**config.mk**
```make
export PLATFORM = sky130hd
export DESIGN_NAME = mic_frame_packer
export DESIGN_NICKNAME = d
export VERILOG_FILES = /design/src/rtl/mfp_pkg.sv /design/src/rtl/mfp_rst_sync.sv /design/src/rtl/mfp_capture.sv /design/src/rtl/mfp_serializer.sv /design/src/rtl/mfp_packer.sv /design/src/rtl/mic_frame_packer.sv
export SDC_FILE = /design/constraint.sdc
export NUM_CORES = 1
export LEC_CHECK = 0
export ABC_AREA = 1
export CAP_MARGIN = 10
export CORE_UTILIZATION = 51
export CTS_CLUSTER_SIZE = 30
export DETAILED_ROUTE_END_ITERATION = 8
export PLACE_DENSITY = 0.8
export SYNTH_ARGS = -nofsm -noshare
export SYNTH_HDL_FRONTEND = slang
export SYNTH_SLANG_ARGS = --single-unit
```
**constraint.sdc**
```tcl
create_clock -name clk -period 0.8 [get_ports clk]
set_input_delay 0.16 -clock clk [delete_from_list [all_inputs] [get_ports clk]]
set_output_delay 0.16 -clock clk [all_outputs]
set_load 0.05 [all_outputs]
```
**src/rtl/mfp_pkg.sv**
```systemverilog
package mfp_pkg;
  localparam int unsigned DEF_NUM_CH = 8;
  localparam int unsigned DEF_SMP_W  = 32;
  localparam int unsigned DEF_CNT_W  = 8;

  typedef enum logic {
    FB_EMPTY = 1'b0,
    FB_FULL  = 1'b1
  } fb_state_e;
endpackage

```
**src/rtl/mfp_rst_sync.sv**
```systemverilog
module mfp_rst_sync (
  input  logic clk,
  input  logic rst_n,
  output logic rst_sync_n
);
  logic [1:0] sync_q;

  always_ff @(posedge clk or negedge rst_n) begin
    if (!rst_n) sync_q <= 2'b00;
    else        sync_q <= {sync_q[0], 1'b1};
  end

  assign rst_sync_n = sync_q[1];
endmodule

```
**src/rtl/mfp_capture.sv**
```systemverilog
module mfp_capture
  import mfp_pkg::*;
#(
  parameter int unsigned NUM_CH = DEF_NUM_CH,
  parameter int unsigned SMP_W  = DEF_SMP_W,
  localparam int unsigned BEAT_W = NUM_CH * SMP_W
) (
  input  logic              clk,
  input  logic              rst_n,
  input  logic              stb_i,
  input  logic [BEAT_W-1:0] data_i,
  input  logic              release_i,
  input  logic              ovf_clr_i,
  output logic [BEAT_W-1:0] data_o,
  output logic              full_o,
  output logic              ovf_o
);
  fb_state_e         st_q, st_d;
  logic              ovf_q, ovf_d;
  logic [BEAT_W-1:0] buf_q;
  logic              accept, drop;

  // A frame may enter while the buffer is empty or while its last word leaves.
  always_comb begin
    accept = stb_i && ((st_q == FB_EMPTY) || release_i);
    drop   = stb_i && !accept;

    st_d = st_q;
    if (accept)         st_d = FB_FULL;
    else if (release_i) st_d = FB_EMPTY;

    ovf_d = ovf_q;
    if (ovf_clr_i) ovf_d = 1'b0;
    if (drop)      ovf_d = 1'b1;
  end

  always_ff @(posedge clk or negedge rst_n) begin
    if (!rst_n) begin
      st_q  <= FB_EMPTY;
      ovf_q <= 1'b0;
    end else begin
      st_q  <= st_d;
      ovf_q <= ovf_d;
    end
  end

  always_ff @(posedge clk) begin
    if (accept) buf_q <= data_i;
  end

  assign data_o = buf_q;
  assign full_o = (st_q == FB_FULL);
  assign ovf_o  = ovf_q;


  drop_sets_ovf_chk: assert property (@(posedge clk) disable iff (!rst_n)
    (stb_i && full_o && !release_i) |=> ovf_o);


  ovf_sticky_chk: assert property (@(posedge clk) disable iff (!rst_n)
    (ovf_o && !ovf_clr_i) |=> ovf_o);


  release_needs_full_chk: assert property (@(posedge clk) disable iff (!rst_n)
    release_i |-> full_o);
endmodule

```
**src/rtl/mfp_serializer.sv**
```systemverilog
module mfp_serializer
  import mfp_pkg::*;
#(
  parameter int unsigned NUM_CH = DEF_NUM_CH,
  parameter int unsigned SMP_W  = DEF_SMP_W,
  localparam int unsigned BEAT_W = NUM_CH * SMP_W,
  localparam int unsigned IDX_W  = (NUM_CH > 1) ? $clog2(NUM_CH) : 1
) (
  input  logic              clk,
  input  logic              rst_n,
  input  logic              full_i,
  input  logic [BEAT_W-1:0] data_i,
  input  logic              out_free_i,
  output logic [SMP_W-1:0]  word_o,
  output logic [IDX_W-1:0]  idx_o,
  output logic              adv_o,
  output logic              done_o
);
  localparam logic [IDX_W-1:0] LAST_IDX = IDX_W'(NUM_CH - 1);

  logic [IDX_W-1:0] idx_q, idx_d;
  logic             at_last;

  // One channel word per clock; the final word waits for a free output slot.
  always_comb begin
    at_last = (idx_q == LAST_IDX);
    adv_o   = full_i && (!at_last || out_free_i);
    done_o  = adv_o && at_last;
    idx_d   = idx_q;
    if (adv_o) idx_d = at_last ? '0 : idx_q + 1'b1;
    word_o  = data_i[int'(idx_q)*SMP_W +: SMP_W];
  end

  always_ff @(posedge clk or negedge rst_n) begin
    if (!rst_n) idx_q <= '0;
    else        idx_q <= idx_d;
  end

  assign idx_o = idx_q;


  mid_frame_full_chk: assert property (@(posedge clk) disable iff (!rst_n)
    (idx_q != '0) |-> full_i);


  last_word_waits_chk: assert property (@(posedge clk) disable iff (!rst_n)
    (full_i && at_last && !out_free_i) |=> (idx_q == LAST_IDX));
endmodule

```
**src/rtl/mfp_packer.sv**
```systemverilog
module mfp_packer
  import mfp_pkg::*;
#(
  parameter int unsigned NUM_CH = DEF_NUM_CH,
  parameter int unsigned SMP_W  = DEF_SMP_W,
  parameter int unsigned CNT_W  = DEF_CNT_W,
  localparam int unsigned BEAT_W = NUM_CH * SMP_W,
  localparam int unsigned LANE_W = BEAT_W - SMP_W,
  localparam int unsigned IDX_W  = (NUM_CH > 1) ? $clog2(NUM_CH) : 1
) (
  input  logic              clk,
  input  logic              rst_n,
  input  logic [SMP_W-1:0]  word_i,
  input  logic [IDX_W-1:0]  idx_i,
  input  logic              adv_i,
  input  logic              done_i,
  input  logic [CNT_W-1:0]  frames_m1_i,
  input  logic              tready_i,
  output logic              tvalid_o,
  output logic [BEAT_W-1:0] tdata_o,
  output logic              tlast_o,
  output logic              out_free_o
);
  logic [LANE_W-1:0] lanes;
  logic              tvalid_q, tvalid_d;
  logic              tlast_q, tlast_d;
  logic [CNT_W-1:0]  cnt_q, cnt_d;
  logic [BEAT_W-1:0] tdata_q;

  // Holding lanes for every channel but the last, which goes straight to the beat.
  for (genvar k = 0; k < NUM_CH - 1; k++) begin : g_lane
    logic [SMP_W-1:0] lane_q;
    logic             lane_en;
    assign lane_en = adv_i && (idx_i == IDX_W'(k));
    always_ff @(posedge clk) begin
      if (lane_en) lane_q <= word_i;
    end
    assign lanes[k*SMP_W +: SMP_W] = lane_q;
  end

  assign out_free_o = !tvalid_q || tready_i;

  always_comb begin
    tvalid_d = tvalid_q;
    tlast_d  = tlast_q;
    cnt_d    = cnt_q;
    if (done_i) begin
      tvalid_d = 1'b1;
      tlast_d  = (cnt_q >= frames_m1_i);
      cnt_d    = tlast_d ? '0 : cnt_q + 1'b1;
    end else if (tready_i) begin
      tvalid_d = 1'b0;
      tlast_d  = 1'b0;
    end
  end

  always_ff @(posedge clk or negedge rst_n) begin
    if (!rst_n) begin
      tvalid_q <= 1'b0;
      tlast_q  <= 1'b0;
      cnt_q    <= '0;
    end else begin
      tvalid_q <= tvalid_d;
      tlast_q  <= tlast_d;
      cnt_q    <= cnt_d;
    end
  end

  always_ff @(posedge clk) begin
    if (done_i) tdata_q <= {word_i, lanes};
  end

  assign tvalid_o = tvalid_q;
  assign tdata_o  = tdata_q;
  assign tlast_o  = tlast_q;


  hold_stable_chk: assert property (@(posedge clk) disable iff (!rst_n)
    (tvalid_o && !tready_i) |=> (tvalid_o && $stable(tdata_o) && $stable(tlast_o)));


  last_has_valid_chk: assert property (@(posedge clk) disable iff (!rst_n)
    tlast_o |-> tvalid_o);


  load_when_free_chk: assert property (@(posedge clk) disable iff (!rst_n)
    done_i |-> out_free_o);
endmodule

```
**src/rtl/mic_frame_packer.sv**
```systemverilog
module mic_frame_packer
  import mfp_pkg::*;
#(
  parameter int unsigned NUM_CH = DEF_NUM_CH,
  parameter int unsigned SMP_W  = DEF_SMP_W,
  parameter int unsigned CNT_W  = DEF_CNT_W,
  localparam int unsigned BEAT_W = NUM_CH * SMP_W,
  localparam int unsigned IDX_W  = (NUM_CH > 1) ? $clog2(NUM_CH) : 1
) (
  input  logic              clk,
  input  logic              rst_n,
  input  logic              smp_stb,
  input  logic [BEAT_W-1:0] smp_data,
  input  logic [CNT_W-1:0]  pkt_frames_m1,
  input  logic              ovf_clr,
  input  logic              m_tready,
  output logic              m_tvalid,
  output logic [BEAT_W-1:0] m_tdata,
  output logic              m_tlast,
  output logic              ovf_flag
);
  logic              rst_sync_n;
  logic [BEAT_W-1:0] fb_data;
  logic              fb_full;
  logic [SMP_W-1:0]  ser_word;
  logic [IDX_W-1:0]  ser_idx;
  logic              ser_adv, ser_done;
  logic              out_free;

  mfp_rst_sync u_rst (
    .clk        (clk),
    .rst_n      (rst_n),
    .rst_sync_n (rst_sync_n)
  );

  mfp_capture #(.NUM_CH(NUM_CH), .SMP_W(SMP_W)) u_cap (
    .clk       (clk),
    .rst_n     (rst_sync_n),
    .stb_i     (smp_stb),
    .data_i    (smp_data),
    .release_i (ser_done),
    .ovf_clr_i (ovf_clr),
    .data_o    (fb_data),
    .full_o    (fb_full),
    .ovf_o     (ovf_flag)
  );

  mfp_serializer #(.NUM_CH(NUM_CH), .SMP_W(SMP_W)) u_ser (
    .clk        (clk),
    .rst_n      (rst_sync_n),
    .full_i     (fb_full),
    .data_i     (fb_data),
    .out_free_i (out_free),
    .word_o     (ser_word),
    .idx_o      (ser_idx),
    .adv_o      (ser_adv),
    .done_o     (ser_done)
  );

  mfp_packer #(.NUM_CH(NUM_CH), .SMP_W(SMP_W), .CNT_W(CNT_W)) u_pack (
    .clk         (clk),
    .rst_n       (rst_sync_n),
    .word_i      (ser_word),
    .idx_i       (ser_idx),
    .adv_i       (ser_adv),
    .done_i      (ser_done),
    .frames_m1_i (pkt_frames_m1),
    .tready_i    (m_tready),
    .tvalid_o    (m_tvalid),
    .tdata_o     (m_tdata),
    .tlast_o     (m_tlast),
    .out_free_o  (out_free)
  );


  reset_idle_chk: assert property (@(posedge clk)
    (!rst_sync_n) |=> (!m_tvalid && !m_tlast && !ovf_flag));
endmodule

```
== Yosys cells after proc, flatten, opt, wreduce, memory -nomap -nowiden ==
Cells that the tools add are included.
Storage, ports and cells
  bits in registers: 753
  word-level logic and storage cells: 58
Operators by class
  eq/ne operators: 7
  add/subtract/negate cells: 2
  mux-type cells: 9
  $lt $le $gt $ge: 1
  shift-type cells: 1
  bitwise gates (word level): 1
  reduce and logical (&&, ||, !) cells: 21
Operator list (count)
  256-bit by 9-bit indexed part select with 32-bit output: 1
  3-bit equality test, second input constant: 4
  1-bit logical AND: 11
  8-bit by 1-bit adder with 8-bit output, second input constant: 1
  8-bit >= comparator: 1
  8-bit two-way mux: 1
  1-bit two-way mux: 7
  3-bit by 2-bit equality test with 1-bit output, second input constant: 2
  2-bit nonzero test: 3
  3-bit by 1-bit adder with 3-bit output, second input constant: 1
  3-bit by 1-bit equality test with 1-bit output, second input constant: 1
  1-bit logical NOT: 3
  3-bit logical NOT: 1
  1-bit logical OR: 3
  3-bit two-way mux: 1
  1-bit inverter: 1

== Depth between registers and ports, before layout ==
Gate-level depths: netlist of run 1.
  depth after elaboration: 10
  depth in mapped cells: 11

== Cells and area by module ==
From an unflattened synthesis of run 1, not the netlist that was laid out.
Second synthesis, totals
  cells, all modules: 1725
  area total of the unflattened synthesis: 26661.8 sq um
Modules (own cells, without submodules)
  mfp_packer: instances 1, cells an instance 586, area each 15187.1 sq um
  mfp_capture: instances 1, cells an instance 267, area each 7773.7 sq um
  mfp_serializer: instances 1, cells an instance 869, area each 3647.2 sq um
  mfp_rst_sync: instances 1, cells an instance 3, area each 53.8 sq um

== Least setup slack after synthesis of run 1 ==
Ideal clock, no wire load.
  path type: register to register
  start point: register u_ser.idx_q[0], in the netlist u_ser.idx_o[0]
  end point: register u_cap.buf_q[0], in the netlist u_cap.data_o[0] (enable)
  path buffers: 0
  clock period less this slack: 12.696 ns
  path slack: -11.896 ns
  arrival time: 11.814 ns
  stages on the path, launching flop included: 7
  data required time: -0.082 ns
  path through: dfrtp_1 ha_1 ha_1 nand3_2 inv_2 nor2_1 nor2_1
On the way
  word-level cells in the longest chain between the ends: 7
Ends and longest elaborated chain
  start: declaration: line mfp_serializer.sv:21  | logic [IDX_W-1:0] idx_q, idx_d;
  start signal: assignment: line mfp_serializer.sv:36  | else idx_q <= idx_d;
  3-bit equality test (*): line mfp_serializer.sv:26  | at_last = (idx_q == LAST_IDX);
  1-bit logical NOT: line mfp_serializer.sv:27  | adv_o = full_i && (!at_last || out_free_i);
  1-bit logical OR: line mfp_serializer.sv:27
  1-bit logical AND: line mfp_serializer.sv:27
  1-bit logical AND (*): line mfp_serializer.sv:28  | done_o = adv_o && at_last;
  1-bit logical OR (*): line mfp_capture.sv:25  | accept = stb_i && ((st_q == FB_EMPTY) || release_i);
  1-bit logical AND (*): line mfp_capture.sv:25
  via u_cap.accept: line mfp_capture.sv:21  | logic accept, drop;
  end signal: assignment: line mfp_capture.sv:48  | if (accept) buf_q <= data_i;
  end: declaration: line mfp_capture.sv:20  | logic [BEAT_W-1:0] buf_q;
The timed path passes the listed nets; every way through them passes the cells marked *.
A chain may end at the register's enable or synchronous reset.

== Final worst setup path of run 1 ==
  start point: register u_ser.idx_q[0], in the netlist u_ser.idx_o[0]
  end point: register u_pack.g_lane[3].lane_q[15], data pin
On the way
  word-level cells in the longest chain between the ends: 1
Ends and longest elaborated chain
  256-bit by 9-bit indexed part select with 32-bit output: line mfp_serializer.sv:31  | word_o = data_i[int'(idx_q)*SMP_W +: SMP_W];
  via ser_word[15]: line mic_frame_packer.sv:25  | logic [SMP_W-1:0] ser_word;
  end signal: assignment: line mfp_packer.sv:36  | if (lane_en) lane_q <= word_i;
  end: declaration: line mfp_packer.sv:32  | logic [SMP_W-1:0] lane_q;
The timed path passes the listed nets, and every way through them passes these cells.

==> flow_summary_export.csv, run 1 <==
group,metric,value,unit
global_routing,grt_pass1_wl,106000,microns
synth,syn-num-nets,1626,
detailed_routing,drc,0,
cells_and_area,fin_area,0.0385,sq mm
detailed_routing,via_per_inst,5.61,
cts,path_clk_slew,60,ps
floorplanning,die_w,225,microns
cells_and_area,drive_above_1_share,26.8,%
floorplanning,die-area,0.0507,sq mm
cells_and_area,nets,2337,
global_routing,antenna_found_initial,4,
floorplanning,num_io_pins,528,
floorplanning,initial_core_util,51.7,%
synth,ys_ff_latch,753,
sta,setup_ws,-1240,ps
worst_setup_path,cp.required,1150,ps
synth,ys.warnings.count,0,
sta,period_minus_slack,2040,ps
worst_setup_path,path_max_fanout,41,
synth,synth_top_area_cell,"edfxtp_1",
synth,synth_edf_count,736,
sta,tns,-1256480,ps
global_routing,grtUsageTotal,29.8,%
pwr,total_power,159000,uW
cts,cts_tree,"yes",
floorplanning,rows,81,
floorplanning,placeableCoreArea,0.0491,sq mm
pwr,peakVddDrop,2350,uV
pwr,power_leakage,0.0138,uW
detailed_routing,vias,15600,
detailed_routing,drt_first_iter_violations,1473,
synth,synth.most_common_cell,"edfxtp_1",
global_routing,overflow,0,
place,dpl.cell_count,2609,
synth,syn_area,0.0254,sq mm
cells_and_area,syn_to_final_growth,51.8,%
global_routing,grt_pass1_vias,15800,
cts,htreeDepth,3,
synth,synth.distinct_cells,26,
sta,finClkSkew,28.2,ps
sta,rsz0062_at_grt,"yes",
worst_setup_path,worstSetupEndpointType,"flop",
synth,async_reset_ff_share,2.26,%
cts,clock_latency,620,ps
sta,max_freq,491,MHz
synth,synthTopCellsByCount,"edfxtp_1 (736), nor2_1 (138), nand2_1 (127)",
detailed_routing,dr.pass1.iters,5,
cts,clock-sinks,753,
sta,report.final.slew_viol_count,0,
worst_setup_path,start_kind,"flop",
run,max_cap_violations,0,
cts,numCtsBuffers,73,
synth,yosysTopAreaCellShare,87.1,%
worst_setup_path,crit_type,"reg2reg",
synth,ys_seq_area_share,88.8,%
pwr,p_per_area,4140,mW/mm^2
detailed_routing,wl,76900,microns
cells_and_area,instances_no_fill,2776,
status,violations,"negative setup slack",
synth,synthTopCellsByArea,"edfxtp_1 (87%), nor2_1 (2.0%), nand2_1 (1.9%), dfrtp_1 (1.7%), o21ai_0 (1.6%)",
worst_setup_path,worstPathArrival,2390,ps
synth,postSynthAreaPerCell,18.9,sq um
global_routing,grt_max_degree,47,
place,placed_cell_area,0.0354,sq mm
synth,ys.flop_type,"edfxtp_1",
detailed_routing,ant_nets,0,
sta,period_share,255,%
sta,setup_viol,1268,
cts,cts_buffer_depth,3,
detailed_routing,drt-wirelength-per-cell,27.7,microns
floorplanning,die_height,225,microns
synth,synthCells,1342,
sta,finalHoldViolations,0,
min_path,hold_class,"in2reg",
cts,clockRootBuffer,"clkbuf_16",
status,status,"finished, violations left",
place,place.gp.congestion,0.860,
place,io_buffers,527,
place,dp_hpwl,49200,microns
place,post-place-ws,-1330,ps
-- per-stage QoR --
| step | hold slack (ps) | utilization (%) |
|---|---|---|
| finish | 104 | 78.5 |
| global route | 82.8 | 78.5 |
| CTS | 75.6 | 78.0 |
| detailed placement | 187 | 72.1 |
| global placement | 182 | 72.1 |
| floorplan | -136 | - |
-- state kept, by name, summed over array words and instances (netlist names), 2 cells and up --
signal and cells:
u_ser.idx_o 3, u_rst.sync_q 2, u_pack.cnt_q 8, u_cap.data_o 256, u_pack.tdata_o 256, u_pack.g_lane.lane_q 224
-- logic make-up after synthesis --
group | share of synthesized area [%]
AND/OR/NAND/NOR | 4.28
adder cells (fa/ha/maj) | 0.739
flip-flops | 88.8
XOR/XNOR | 0.104
AO/OA/AOI/OAI | 4.44
buffers and inverters | 1.66
other | 0.0148
-- where the power goes --
part           internal, uW  switching (uW)
registers             60600            5800
clock network         18600           15100
logic                 23900           35300
total                103000           56200
-- layout by cell type (no fill, tap or decap), types with 5 or more instances in the layout --
cell type / netlist / routed
edfxtp_1: 736 / 736
buf_12: 0 / 306
clkdlybuf4s50_1: 0 / 268
nor2_1: 138 / 134
nand2_1: 127 / 109
clkbuf_16: 0 / 84
o21ai_0: 83 / 74
buf_4: 1 / 71
o22ai_1: 65 / 64
o21ai_1: 50 / 58
inv_1: 21 / 21
clkinv_1: 0 / 15
nand2_2: 0 / 14
buf_6: 13 / 14
dfrtp_1: 17 / 14
ha_1: 15 / 13
clkinv_2: 0 / 12
clkbuf_1: 18 / 12
a21oi_1: 8 / 8
buf_16: 0 / 8
inv_6: 0 / 7
nand3_1: 7 / 7
buf_8: 0 / 7
inv_2: 8 / 6
nor3_4: 0 / 5
bufinv_16: 0 / 5
-- cell type report --
| type | count | area (sq um) |
|---|---|---|
| Inverter | 30 | 133 |
| Sequential cell | 753 | 22500 |
| Tap cell | 664 | 831 |
| Clock inverter | 46 | 407 |
| Antenna cell | 3 | 7.51 |
| Timing Repair Buffer | 686 | 10100 |
| Clock buffer | 85 | 1870 |
| Fill cell | 2440 | 10500 |
| Multi-Input combinational cell | 509 | 2640 |
-- critical path: stages, from the launching register on --
cell and delay [ps]:
dfrtp_4 440, buf_6 250, inv_8 100, buf_16 190, o21ai_1 270, o22ai_1 140, nand2_1 100, nand2_1 100
buf_12 150
-- final timing paths --
check | start | to | slack (ps) | cells past startpoint
setup / recovery | u_ser.idx_o[0]$_DFFE_PN0P_ | u_pack.g_lane[3].lane_q[15]$_DFFE_PP_ | -1240 | 8
hold / removal | smp_data[60] | u_cap.data_o[60]$_DFFE_PP_ | 100 | 1
setup reg to reg | u_ser.idx_o[0]$_DFFE_PN0P_ | u_pack.g_lane[3].lane_q[15]$_DFFE_PP_ | -1240 | 8
hold reg to reg | u_rst.sync_q[1]$_DFF_PN0_ | u_pack.cnt_q[0]$_DFFE_PN0P_ | 190 | 1
max in group asynchronous | u_rst.sync_q[1]$_DFF_PN0_ | u_ser.idx_o[0]$_DFFE_PN0P_ | 400 | 1
min in group asynchronous | u_rst.sync_q[1]$_DFF_PN0_ | u_pack.cnt_q[0]$_DFFE_PN0P_ | 190 | 1
-- layer usage --
metal	wire (microns)	up-vias	global-route usage, %	part of all wire (%)
li1	-	6524	-	-
met1	27500	7833	36.3	36
met2	39900	1022	52.1	52
met3	6090	190	5.38	7.9
met4	3480	0	13.3	4.5
met5	0	-	0	0
-- repair_timing --
| action | in CTS | in global routing |
|---|---|---|
| resized for setup | 76 | 24 |
| endpoints found under the hold margin | 2 | 0 |
| setup endpoints to repair | 1266 | 1266 |
| hold buffers | 1 | 0 |
| gates cloned | 6 | 10 |
| pin swaps | 7 | 2 |
| setup buffers | 14 | 8 |
No activity file was read; power rests on OpenSTA's default activity.
==> inputs of run 2 (changes only) <==
--- a/config.mk
+++ b/config.mk
@@ -6,7 +6,6 @@
 export NUM_CORES = 1
 export LEC_CHECK = 0
 export ABC_AREA = 1
-export CAP_MARGIN = 10
 export CORE_UTILIZATION = 51
 export CTS_CLUSTER_SIZE = 30
 export DETAILED_ROUTE_END_ITERATION = 8
==> results of run 2 <==
Same layout as run 1: the final DEF is identical, and so are final timing and power.
